<file path="src/rtl/pf_pkg.sv">
package pf_pkg;

  typedef enum logic {
    SEL_EMPTY = 1'b0,
    SEL_FULL  = 1'b1
  } pf_sel_e;

  // Default threshold table: 2^(idx+3)-1, saturated at depth-1
  function automatic int unsigned dflt_offset(input logic [2:0] idx, input int unsigned depth);
    int unsigned v;
    v = (32'd1 << (idx + 3)) - 32'd1;
    if (v > depth - 1) v = depth - 1;
    return v;
  endfunction

endpackage

</file>
<file path="src/rtl/pf_offset_bank.sv">
module pf_offset_bank #(
  parameter int DEPTH  = 1024,
  parameter int DATA_W = 16,
  localparam int OFF_W = $clog2(DEPTH),
  localparam int BC_W  = (OFF_W > 1) ? $clog2(OFF_W) : 1
) (
  input  logic              clk,
  input  logic              rst_n,
  input  logic              mrst,
  input  logic              prst,
  input  logic [OFF_W-1:0]  dflt,
  input  logic              wr_ld,
  input  logic              ser_ld,
  input  logic              ser_in,
  input  logic [DATA_W-1:0] din,
  input  logic              rd_ld,
  output logic [OFF_W-1:0]  empty_off,
  output logic [OFF_W-1:0]  full_off,
  output logic [DATA_W-1:0] dout
);
  import pf_pkg::*;

  localparam logic [OFF_W-1:0] RST_OFF  = OFF_W'(dflt_offset(3'd0, DEPTH));
  localparam logic [BC_W-1:0]  LAST_BIT = BC_W'(OFF_W - 1);

  logic [OFF_W-1:0]  off_q [2];
  logic [OFF_W-1:0]  off_d [2];
  pf_sel_e           ld_ptr_q, ld_ptr_d;
  pf_sel_e           rb_ptr_q, rb_ptr_d;
  logic [BC_W-1:0]   bc_q, bc_d;
  logic [DATA_W-1:0] dout_q, dout_d;
  logic [OFF_W-1:0]  din_lo;

  assign din_lo = din[OFF_W-1:0];

  generate
    if (DATA_W > OFF_W) begin : g_hi
      logic unused_hi;
      assign unused_hi = ^din[DATA_W-1:OFF_W];
    end
  endgenerate

  always_comb begin
    off_d    = off_q;
    ld_ptr_d = ld_ptr_q;
    rb_ptr_d = rb_ptr_q;
    bc_d     = bc_q;
    dout_d   = dout_q;
    if (mrst) begin
      off_d[SEL_EMPTY] = dflt;
      off_d[SEL_FULL]  = dflt;
      ld_ptr_d = SEL_EMPTY;
      rb_ptr_d = SEL_EMPTY;
      bc_d     = '0;
      dout_d   = '0;
    end else if (prst) begin
      ld_ptr_d = SEL_EMPTY;
      rb_ptr_d = SEL_EMPTY;
      bc_d     = '0;
    end else begin
      if (wr_ld) begin
        off_d[ld_ptr_q] = din_lo;
        ld_ptr_d = pf_sel_e'(~ld_ptr_q);
        bc_d     = '0;
      end else if (ser_ld) begin
        off_d[ld_ptr_q] = {off_q[ld_ptr_q][OFF_W-2:0], ser_in};
        if (bc_q == LAST_BIT) begin
          bc_d     = '0;
          ld_ptr_d = pf_sel_e'(~ld_ptr_q);
        end else begin
          bc_d = bc_q + 1'b1;
        end
      end
      if (rd_ld) begin
        dout_d   = DATA_W'(off_q[rb_ptr_q]);
        rb_ptr_d = pf_sel_e'(~rb_ptr_q);
      end
    end
  end

  always_ff @(posedge clk or negedge rst_n) begin
    if (!rst_n) begin
      off_q[SEL_EMPTY] <= RST_OFF;
      off_q[SEL_FULL]  <= RST_OFF;
      ld_ptr_q <= SEL_EMPTY;
      rb_ptr_q <= SEL_EMPTY;
      bc_q     <= '0;
      dout_q   <= '0;
    end else begin
      off_q    <= off_d;
      ld_ptr_q <= ld_ptr_d;
      rb_ptr_q <= rb_ptr_d;
      bc_q     <= bc_d;
      dout_q   <= dout_d;
    end
  end

  assign empty_off = off_q[SEL_EMPTY];
  assign full_off  = off_q[SEL_FULL];
  assign dout      = dout_q;


  offs_hold_chk: assert property (@(posedge clk) disable iff (!rst_n)
    (!mrst && !wr_ld && !ser_ld) |=> ($stable(empty_off) && $stable(full_off)));


  bitcnt_range_chk: assert property (@(posedge clk) disable iff (!rst_n)
    bc_q <= LAST_BIT);


  dout_hold_chk: assert property (@(posedge clk) disable iff (!rst_n)
    (!mrst && !rd_ld) |=> $stable(dout));

endmodule

</file>
<file path="src/rtl/pf_flag_core.sv">
module pf_flag_core #(
  parameter int DEPTH  = 1024,
  localparam int OFF_W = $clog2(DEPTH),
  localparam int CNT_W = $clog2(DEPTH + 1)
) (
  input  logic             clk,
  input  logic             rst_n,
  input  logic             mrst,
  input  logic             prst,
  input  logic             pfm_sync,
  input  logic [CNT_W-1:0] occ,
  input  logic [OFF_W-1:0] empty_thr,
  input  logic [OFF_W-1:0] full_thr,
  input  logic             rd_mv,
  input  logic             wr_mv,
  output logic             ae_n,
  output logic             af_n
);

  localparam logic [CNT_W:0] DEPTH_V = (CNT_W + 1)'(DEPTH);

  logic sync_q, sync_d;
  logic ae_n_q, ae_n_d;
  logic af_n_q, af_n_d;
  logic ae_due, af_due;

  always_comb begin
    ae_due = (occ <= CNT_W'(empty_thr));
    af_due = (({1'b0, occ} + (CNT_W + 1)'(full_thr)) >= DEPTH_V);
  end

  always_comb begin
    sync_d = sync_q;
    ae_n_d = ae_n_q;
    af_n_d = af_n_q;
    if (mrst) begin
      sync_d = pfm_sync;
      ae_n_d = !ae_due;
      af_n_d = !af_due;
    end else if (prst) begin
      ae_n_d = !ae_due;
      af_n_d = !af_due;
    end else if (sync_q) begin
      if (rd_mv) ae_n_d = !ae_due;
      if (wr_mv) af_n_d = !af_due;
    end else begin
      if (rd_mv && ae_due)       ae_n_d = 1'b0;
      else if (wr_mv && !ae_due) ae_n_d = 1'b1;
      if (wr_mv && af_due)       af_n_d = 1'b0;
      else if (rd_mv && !af_due) af_n_d = 1'b1;
    end
  end

  always_ff @(posedge clk or negedge rst_n) begin
    if (!rst_n) begin
      sync_q <= 1'b1;
      ae_n_q <= 1'b0;
      af_n_q <= 1'b1;
    end else begin
      sync_q <= sync_d;
      ae_n_q <= ae_n_d;
      af_n_q <= af_n_d;
    end
  end

  assign ae_n = ae_n_q;
  assign af_n = af_n_q;


  sync_ae_hold_chk: assert property (@(posedge clk) disable iff (!rst_n)
    (sync_q && !rd_mv && !mrst && !prst) |=> $stable(ae_n));


  sync_af_hold_chk: assert property (@(posedge clk) disable iff (!rst_n)
    (sync_q && !wr_mv && !mrst && !prst) |=> $stable(af_n));


  split_ae_fall_chk: assert property (@(posedge clk) disable iff (!rst_n)
    (!sync_q && !rd_mv && !mrst && !prst) |=> !$fell(ae_n));


  split_af_fall_chk: assert property (@(posedge clk) disable iff (!rst_n)
    (!sync_q && !wr_mv && !mrst && !prst) |=> !$fell(af_n));

endmodule

</file>
<file path="src/rtl/pf_flag_unit.sv">
module pf_flag_unit #(
  parameter int DEPTH  = 1024,
  parameter int DATA_W = 16,
  localparam int OFF_W = $clog2(DEPTH),
  localparam int CNT_W = $clog2(DEPTH + 1)
) (
  input  logic              clk,
  input  logic              rst_n,
  input  logic              mrst,
  input  logic              prst,
  input  logic              pfm_sync,
  input  logic [1:0]        fsel,
  input  logic              ld,
  input  logic              wr_en,
  input  logic [DATA_W-1:0] din,
  input  logic              rd_en,
  output logic [DATA_W-1:0] dout,
  input  logic              ser_en,
  input  logic              ser_in,
  input  logic [CNT_W-1:0]  occ,
  output logic              ae_n,
  output logic              af_n
);
  import pf_pkg::*;

  logic [1:0]       rst_sync_q;
  logic             rst_int_n;
  logic [OFF_W-1:0] dflt;
  logic [OFF_W-1:0] empty_off, full_off;
  logic [OFF_W-1:0] empty_thr, full_thr;
  logic             wr_ld, rd_ld, ser_ld, wr_mv, rd_mv;

  always_ff @(posedge clk or negedge rst_n) begin
    if (!rst_n) rst_sync_q <= 2'b00;
    else        rst_sync_q <= {rst_sync_q[0], 1'b1};
  end
  assign rst_int_n = rst_sync_q[1];

  always_comb begin
    dflt      = OFF_W'(dflt_offset({fsel, ld}, DEPTH));
    wr_ld     = wr_en & ld;
    rd_ld     = rd_en & ld;
    ser_ld    = ser_en & ld;
    wr_mv     = wr_en & ~ld;
    rd_mv     = rd_en & ~ld;
    empty_thr = mrst ? dflt : empty_off;
    full_thr  = mrst ? dflt : full_off;
  end

  pf_offset_bank #(.DEPTH(DEPTH), .DATA_W(DATA_W)) u_bank (
    .clk       (clk),
    .rst_n     (rst_int_n),
    .mrst      (mrst),
    .prst      (prst),
    .dflt      (dflt),
    .wr_ld     (wr_ld),
    .ser_ld    (ser_ld),
    .ser_in    (ser_in),
    .din       (din),
    .rd_ld     (rd_ld),
    .empty_off (empty_off),
    .full_off  (full_off),
    .dout      (dout)
  );

  pf_flag_core #(.DEPTH(DEPTH)) u_flags (
    .clk       (clk),
    .rst_n     (rst_int_n),
    .mrst      (mrst),
    .prst      (prst),
    .pfm_sync  (pfm_sync),
    .occ       (occ),
    .empty_thr (empty_thr),
    .full_thr  (full_thr),
    .rd_mv     (rd_mv),
    .wr_mv     (wr_mv),
    .ae_n      (ae_n),
    .af_n      (af_n)
  );


  ld_no_move_chk: assert property (@(posedge clk) disable iff (!rst_int_n)
    (ld && !mrst && !prst) |=> ($stable(ae_n) && $stable(af_n)));

endmodule

</file>
<file path="config.mk">
export PLATFORM = sky130hd
export DESIGN_NAME = pf_flag_unit
export DESIGN_NICKNAME = d
export VERILOG_FILES = /design/src/rtl/pf_pkg.sv /design/src/rtl/pf_offset_bank.sv /design/src/rtl/pf_flag_core.sv /design/src/rtl/pf_flag_unit.sv
export SDC_FILE = /design/constraint.sdc
export NUM_CORES = 1
export LEC_CHECK = 0
export ABC_CLOCK_PERIOD_IN_PS = 1700
export BUFFER_PORTS_ARGS = -buffer_cell sky130_fd_sc_hd__buf_2
export CELL_PAD_IN_SITES_DETAIL_PLACEMENT = 1
export CELL_PAD_IN_SITES_GLOBAL_PLACEMENT = 2
export CORE_UTILIZATION = 35
export CTS_BUF_LIST = sky130_fd_sc_hd__clkbuf_8
export CTS_CLUSTER_DIAMETER = 40
export DETAILED_ROUTE_END_ITERATION = 16
export GPL_ROUTABILITY_DRIVEN = 0
export PLACE_DENSITY = 0.84
export SLEW_MARGIN = 5
export SYNTH_ARGS = -nofsm -noshare
export SYNTH_HDL_FRONTEND = slang
export SYNTH_SLANG_ARGS = --single-unit
export TNS_END_PERCENT = 10
</file>
<file path="constraint.sdc">
create_clock -name clk -period 1.7 [get_ports clk]
set_input_delay 0.34 -clock clk [delete_from_list [all_inputs] [get_ports clk]]
set_output_delay 0.34 -clock clk [all_outputs]
set_load 0.005 [all_outputs]
</file>
==> results of run 1 <==
## logic make-up after synthesis
logic type / after synthesis / share of synthesized area, %
multiplexers: 15 / 5.08
other: 2 / 0.252
XOR/XNOR: 3 / 0.882
adder cells (fa/ha/maj): 25 / 10.7
flip-flops: 41 / 34.8
AND/OR/NAND/NOR: 86 / 14.3
buffers and inverters: 40 / 7.05
AO/OA/AOI/OAI: 121 / 27.0
## final timing paths
check / slack [ns] / endpoint
hold reg to reg: 0.34 / u_bank.bc_q[1]
setup reg to reg: -0.24 / u_flags.af_n
max in group asynchronous: 0.98 / u_bank.empty_off[2]
min in group asynchronous: 0.34 / u_bank.bc_q[1]
hold / removal: 0.27 / u_flags.sync_q
setup / recovery: -0.24 / u_flags.af_n
## routing by layer
metal	vias up	global-route usage [%]	share of wire, %
li1	1380	-	-
met1	1374	28.8	48
met2	44	36.9	48
met3	12	3.88	2.9
met4	0	7.44	1.4
met5	-	0	0
## synthesized netlist by cell type (all sizes together), types with 2 or more instances
master	n	share of area, %
o21ai	20	3.4
nand2b	2	0.42
nand4	3	0.84
a211oi	14	3.5
o211ai	15	3.8
o22ai	3	0.63
o211a	2	0.67
nand3b	2	0.50
o21a	12	3.0
nor2b	4	0.84
dfrtp	33	28
a21o	4	1.0
ha	24	10
xor2	2	0.59
nor2	25	3.1
inv	15	1.9
nand3	8	1.3
mux2i	14	4.7
and3	11	2.3
buf	19	4.3
nor3	2	0.50
a21oi	33	6.0
dfstp	8	7.1
a21boi	10	2.5
or2	3	0.63
o311ai	2	0.59
conb	2	0.25
clkbuf	6	0.84
nand2	23	2.9
## final cells by class
type	count	area, um^2
inverter	15	58.8
timing repair buffer	100	698
sequential	41	1040
tap	105	131
clock inverter	2	37.5
clock buffer	6	82.6
fill	1008	4300
multi-input combinational	261	1870
## power groups by stage
| stage | clock (uW) | sequential, uW | combinational [uW] |
|---|---|---|---|
| global placement | 0 | 1180 | 869 |
| finish | 837 | 1170 | 973 |
| floorplan | 0 | 1180 | 496 |
| CTS | 860 | 1170 | 933 |
| global route | 888 | 1180 | 1080 |
| detailed placement | 0 | 1180 | 904 |
## repair_timing
item	4_1_cts	5_1_grt
setup endpoints to repair	2	2
endpoints found under the hold margin	2	0
hold buffers	1	0
resized for setup	10	16
pin swaps	9	7
gates cloned	0	0
setup buffers	1	1
## flip-flops by register name, summed over array words and instances (netlist names)
| signal | cells |
|---|---|
| u_flags.sync_q | 1 |
| u_bank.dout | 10 |
| u_flags.af_n | 1 |
| u_bank.bc_q | 4 |
| rst_sync_q | 2 |
| u_bank.empty_off | 10 |
| u_bank.rb_ptr_q | 1 |
| u_flags.ae_n | 1 |
| u_bank.ld_ptr_q | 1 |
| u_bank.full_off | 10 |
## through the flow
step | setup TNS, ns | worst slack, ns
final | -0.447 | -0.239
after global routing | -0.594 | -0.316
after CTS | -0.456 | -0.275
after detailed placement | -2.31 | -0.736
after global placement | -1.85 | -0.585
after floorplan | -0.497 | -0.251
==> results.txt, run 1 <==
Final Hold Fails: 0
Period minus WS final: 1.94 ns
# placed instances: 519
IO Pins: 57
row count: 33
DRC viols: 0
Die Wd: 94.3 um
GRT overflow: 0
gr usage total: 22.2%
Crit path depth: 8
CP arrival: 2.17 ns
fin cells: 530
post-layout util: 47.7%
worst r2r src: u_bank.full_off[1]
vias in the first global route: 2867
Max FO, Critical Path: 2
leakage dissipation: 0.00182 uW
Final Power: 2980 uW
skew final: 0.00858 ns
Post-synth EDFFs: 0
Clock Power Share: 28.1%
share of cells above drive strength 1: 33.2%
TritonRoute pass-1 iters: 4
CP Buf/Inv Count: 1
VDD IR max: 0.000320 V
switching share of power: 31.9%
CP delay by family, top: compound AO/OA/AOI/OAI gates
largest net degree at the start of global routing: 40
pwr dens: 760 nW/um^2
average wire per standard cell: 17.4 um
most frequent cells in the layout: buf_4, buf_2, dfrtp_1
Layout Nets: 488
initial antenna violation count: 0
Critical Path Max Stage Delay: 0.54 ns
post-detail-place hpwl: 7.24 mm
CTS Buffer Depth: 2
vias per inst: 5.30
sequential share of the synthesized area: 34.8%
Core Footprint: 8220 um^2
ys flop type: dfrtp_1
internal power: 2030 uW
Via Count: 2810
Mapped Cells: 333
RSZ-0062 raised after global routing: true
Mapped Area: 2980 um^2
DRT antenna net count: 0
MaxCap Viol Count: 0
clock sinks: 41
slowest CP cell: dfstp_2
Net Switching: 949 uW
status: complete, but fails checks
Cell Chain, Critical Path: inv_2, o21ai_4, ha_4, a211oi_4, nand3_2, o31ai_2, o311ai_1, o22ai_1
Inserted Diodes: 0
fin crit share: 114%
HP Start: pfm_sync
clk_lat worst skew: 0.30 ns
CTS tree: done
FMAX: 516 MHz
path depth of the worst reg2reg path: 8
failing checks: negative setup slack
async set-reset flop share out of synthesis: 100%
dpl cell area: 3680 um^2
Synth Area per Inst: 8.95 um^2
final setup margin: -0.239 ns
worst-margin pin slew: 0.531 ns
Comb pwr share: 32.7%
Worst Setup SP: u_bank.full_off[1]
number of DRC markers in iteration 0: 109
Die Area: 8890 um^2
Syn. warnings: 0
endpoints failing setup: 2
Initial Util: 36.3%
H-tree lvl count: 2
Root Driver: clkbuf_8
hold path depth: 2
Slew Limit Headroom: 64.6%
synth-to-layout area growth: 31.4%
kind of critical path: reg -> reg
Hold Crit Class: in -> reg
final WL: 9.25 mm
Sequential Power Share: 39.2%
startpoint types: flip-flop
Hold WS: 0.265 ns
Final Max Slew Viols: 0
Yosys reg bits: 41
post-synth cell types: 51
Die Height: 94.3 um
clk slew on worst S/H paths: 0.08 ns
crit end category: flip-flop
CTS buffer count: 5
worst endpoint required time: 1.93 ns
commonest non-fill, non-tap cell in the layout: buf_4
I/O Buffers: 44
first-pass GRT wire length: 14.8 mm
final instance area: 3920 um^2
Power figures use the tool's default switching activity.
==> run 2: changes to the inputs <==
--- a/config.mk
+++ b/config.mk
@@ -9,14 +9,15 @@
 export BUFFER_PORTS_ARGS = -buffer_cell sky130_fd_sc_hd__buf_2
 export CELL_PAD_IN_SITES_DETAIL_PLACEMENT = 1
 export CELL_PAD_IN_SITES_GLOBAL_PLACEMENT = 2
-export CORE_UTILIZATION = 35
+export CORE_UTILIZATION = 36
 export CTS_BUF_LIST = sky130_fd_sc_hd__clkbuf_8
 export CTS_CLUSTER_DIAMETER = 40
 export DETAILED_ROUTE_END_ITERATION = 16
 export GPL_ROUTABILITY_DRIVEN = 0
-export PLACE_DENSITY = 0.84
+export PLACE_DENSITY = 0.83
 export SLEW_MARGIN = 5
 export SYNTH_ARGS = -nofsm -noshare
 export SYNTH_HDL_FRONTEND = slang
+export SYNTH_HIERARCHICAL = 1
 export SYNTH_SLANG_ARGS = --single-unit
 export TNS_END_PERCENT = 10
==> results.txt, run 2 <==
largest net degree at the start of global routing: 40 (unchanged)
DRT antenna net count: 0 (unchanged)
first-pass GRT wire length: 15.1 mm (+1.8%)
vias per inst: 5.29 (-0.19%)
Post-synth top cells: dfrtp_1, mux2i_1, o21ai_0
commonest non-fill, non-tap cell in the layout: buf_4
Initial Util: 37.0% (+0.71 points)
Period minus WS final: 1.80 ns (-0.135 ns)
skew final: 0.0109 ns (+0.00230 ns)
setup bufs post-CTS: 0 (-1)
Slew Limit Headroom: 63.9% (-0.68 points)
endpoints failing setup: 2 (unchanged)
CP arrival: 2.04 ns (-0.13 ns)
most frequent cells in the layout: buf_4, buf_2, dfrtp_1
Max FO, Critical Path: 2 (unchanged)
IO Pins: 57 (unchanged)
final WL: 9.19 mm (-0.66%)
async set-reset flop share out of synthesis: 100% (unchanged)
post-synth cell types: 54 (+5.9%)
FMAX: 554 MHz (+7.5%)
setup_tns: -0.130 ns (+0.317 ns)
# placed instances: 515 (-0.77%)
synth-to-layout area growth: 26.5%
Layout Nets: 479 (-1.8%)
synth top area cells: dfrtp_1, mux2i_1, ha_1, mux2_2, dfstp_2
H-tree lvl count: 2 (unchanged)
Die Area: 9300 um^2 (+4.6%)
CTS buffer count: 5 (unchanged)
GRT overflow: 0 (unchanged)
Synth area leader: dfrtp_1
post-detail-place hpwl: 7.39 mm (+2.1%)
Syn. warnings: 6 (+6)
Hold Crit Class: in -> reg
startpoint types: flip-flop
row count: 34 (+3.0%)
leakage dissipation: 0.00186 uW (+2.1%)
status: complete, but fails checks
failing checks: negative setup slack
CTS tree: done
Final Hold Fails: 0 (unchanged)
Synth Area per Inst: 9.75 um^2 (+9.0%)
top-area cell type share of the netlist area: 25.7% (-2.0 points)
share of cells above drive strength 1: 36.3% (+3.1 points)
r2r setup slk: -0.10 ns (+0.14 ns)
VDD IR max: 0.000402 V (+26%)
CTS Buffer Depth: 2 (unchanged)
final setup margin: -0.104 ns (+0.135 ns)
worst endpoint required time: 1.93 ns (about the same)
fillers: 1019 (+1.1%)
MaxCap Viol Count: 0 (unchanged)
initial antenna violation count: 0 (unchanged)
vias in the first global route: 2995 (+4.5%)
Die Height: 96.4 um (+2.3%)
Mapped Cells: 329 (-1.2%)
storage element area: 1040 um^2 (unchanged)
Yosys reg bits: 41 (unchanged)
clock sinks: 41 (unchanged)
average wire per standard cell: 17.5 um (+0.48%)
Root Driver: clkbuf_8
crit end category: flip-flop
Mapped Area: 3210 um^2 (+7.7%)
fin crit share: 106% (-8.0 points)
worst-margin pin slew: 0.541 ns (+0.0102 ns)
multi-input logic area: 2070 um^2 (+11%)
clk slew on worst S/H paths: 0.09 ns (about the same)
RSZ-0062 raised after global routing: true
ys flop type: dfrtp_1
Via Count: 2773 (-1.3%)
pwr dens: 768 nW/um^2 (+1.0%)
number of DRC markers in iteration 0: 126 (+16%)
clk_lat worst skew: 0.31 ns (about the same)
DRC viols: 0 (unchanged)
Core Footprint: 8680 um^2 (+5.6%)
TritonRoute pass-1 iters: 4 (unchanged)
gr usage total: 22.1% (-0.097 points)
cell with the most instances after synthesis: dfrtp_1
Post-synth EDFFs: 0 (unchanged)
kind of critical path: reg -> reg
Inserted Diodes: 0 (unchanged)
fin cells: 524 (-1.1%)
Final Max Slew Viols: 0 (unchanged)
Die Wd: 96.4 um (+2.3%)
I/O Buffers: 44 (unchanged)
sequential share of the synthesized area: 32.3% (-2.5 points)
[run 2: cell types whose count changed after synthesis, moves of 12 or more]
cell / change
mux2i_1: +17
a211oi_1: -12
nor2_1: -17
mux2_2: +19
a21oi_1: -19
[run 2: final timing paths]
kind / from / endpoint / cells past startpoint
hold / removal: pfm_sync / u_flags/sync_q / 2
setup / recovery: u_bank/full_off[0] / u_flags/af_n / 7
setup reg to reg: u_bank/full_off[0] / u_flags/af_n / 7
min in group asynchronous: rst_sync_q[1] / u_bank/dout[1] / 1
hold reg to reg: rst_sync_q[1] / u_bank/dout[1] / 1
max in group asynchronous: rst_sync_q[1] / u_flags/af_n / 1
[run 2: critical path, cell delays in order (launching register included)]
cell     delay, ns
dfstp_2       0.40
or2_4         0.25
ha_4          0.17
fa_2          0.34
a21oi_2       0.16
o22a_1        0.15
a32oi_1       0.09
a21oi_1       0.18
[run 2: stage by stage]
step	util, %	hold slack [ns]	worst slack [ns]	total power [uW]	instance area [um^2]
after floorplan	-	0.0444	-0.245	1860	3290
after global placement	44.5	0.125	-0.474	2230	3860
after detailed placement	44.5	0.128	-0.596	2270	3860
after CTS	46.7	0.252	-0.0887	3150	4050
after global routing	46.8	0.260	-0.196	3320	4060
final	46.8	0.264	-0.104	3120	4060
[run 2: kinds of logic (layout without fill, tap and decap cells)]
group / count (synthesis) / after routing / share of synthesized area [%]
buffers and inverters: 40 / 118 / 6.63
other: 3 / 12 / 0.351
flip-flops: 41 / 41 / 32.3
adder cells (fa/ha/maj): 25 / 25 / 9.98
AND/OR/NAND/NOR: 75 / 75 / 12.7
multiplexers: 54 / 54 / 18.0
XOR/XNOR: 2 / 2 / 0.546
AO/OA/AOI/OAI: 89 / 89 / 19.6
[run 2: power breakdown]
| part | switching (uW) | leakage (uW) | internal [uW] | total [uW] |
|---|---|---|---|---|
| registers | 115 | 0.000504 | 1120 | 1230 |
| logic | 517 | 0.00129 | 537 | 1050 |
| clock network | 392 | 0.0000585 | 441 | 832 |
| total | 1020 | 0.00186 | 2090 | 3120 |
[run 2: cell type report]
cell class              count  area share (%)
multi-input cells         257            51.0
flip-flops and latches     41            25.5
repair buffers             92            15.7
well taps                 108            3.33
clock buffers               5            1.70
inverters                  18            1.66
clock inverters             3            1.08
[run 2: what timing repair did]
item	in CTS	in global routing
endpoints found under the setup margin	2	2
hold endpoints to repair	2	0
hold buffers	1	0
resized for setup	18	1
pin swaps	9	1
[run 2: layer usage]
layer | wire length (um) | track usage (%) | share of wire, %
met1 | 4190 | 26.9 | 46
met2 | 4700 | 41.0 | 51
met3 | 221 | 3.36 | 2.4
met4 | 78 | 4.53 | 0.85
met5 | 0 | 0 | 0
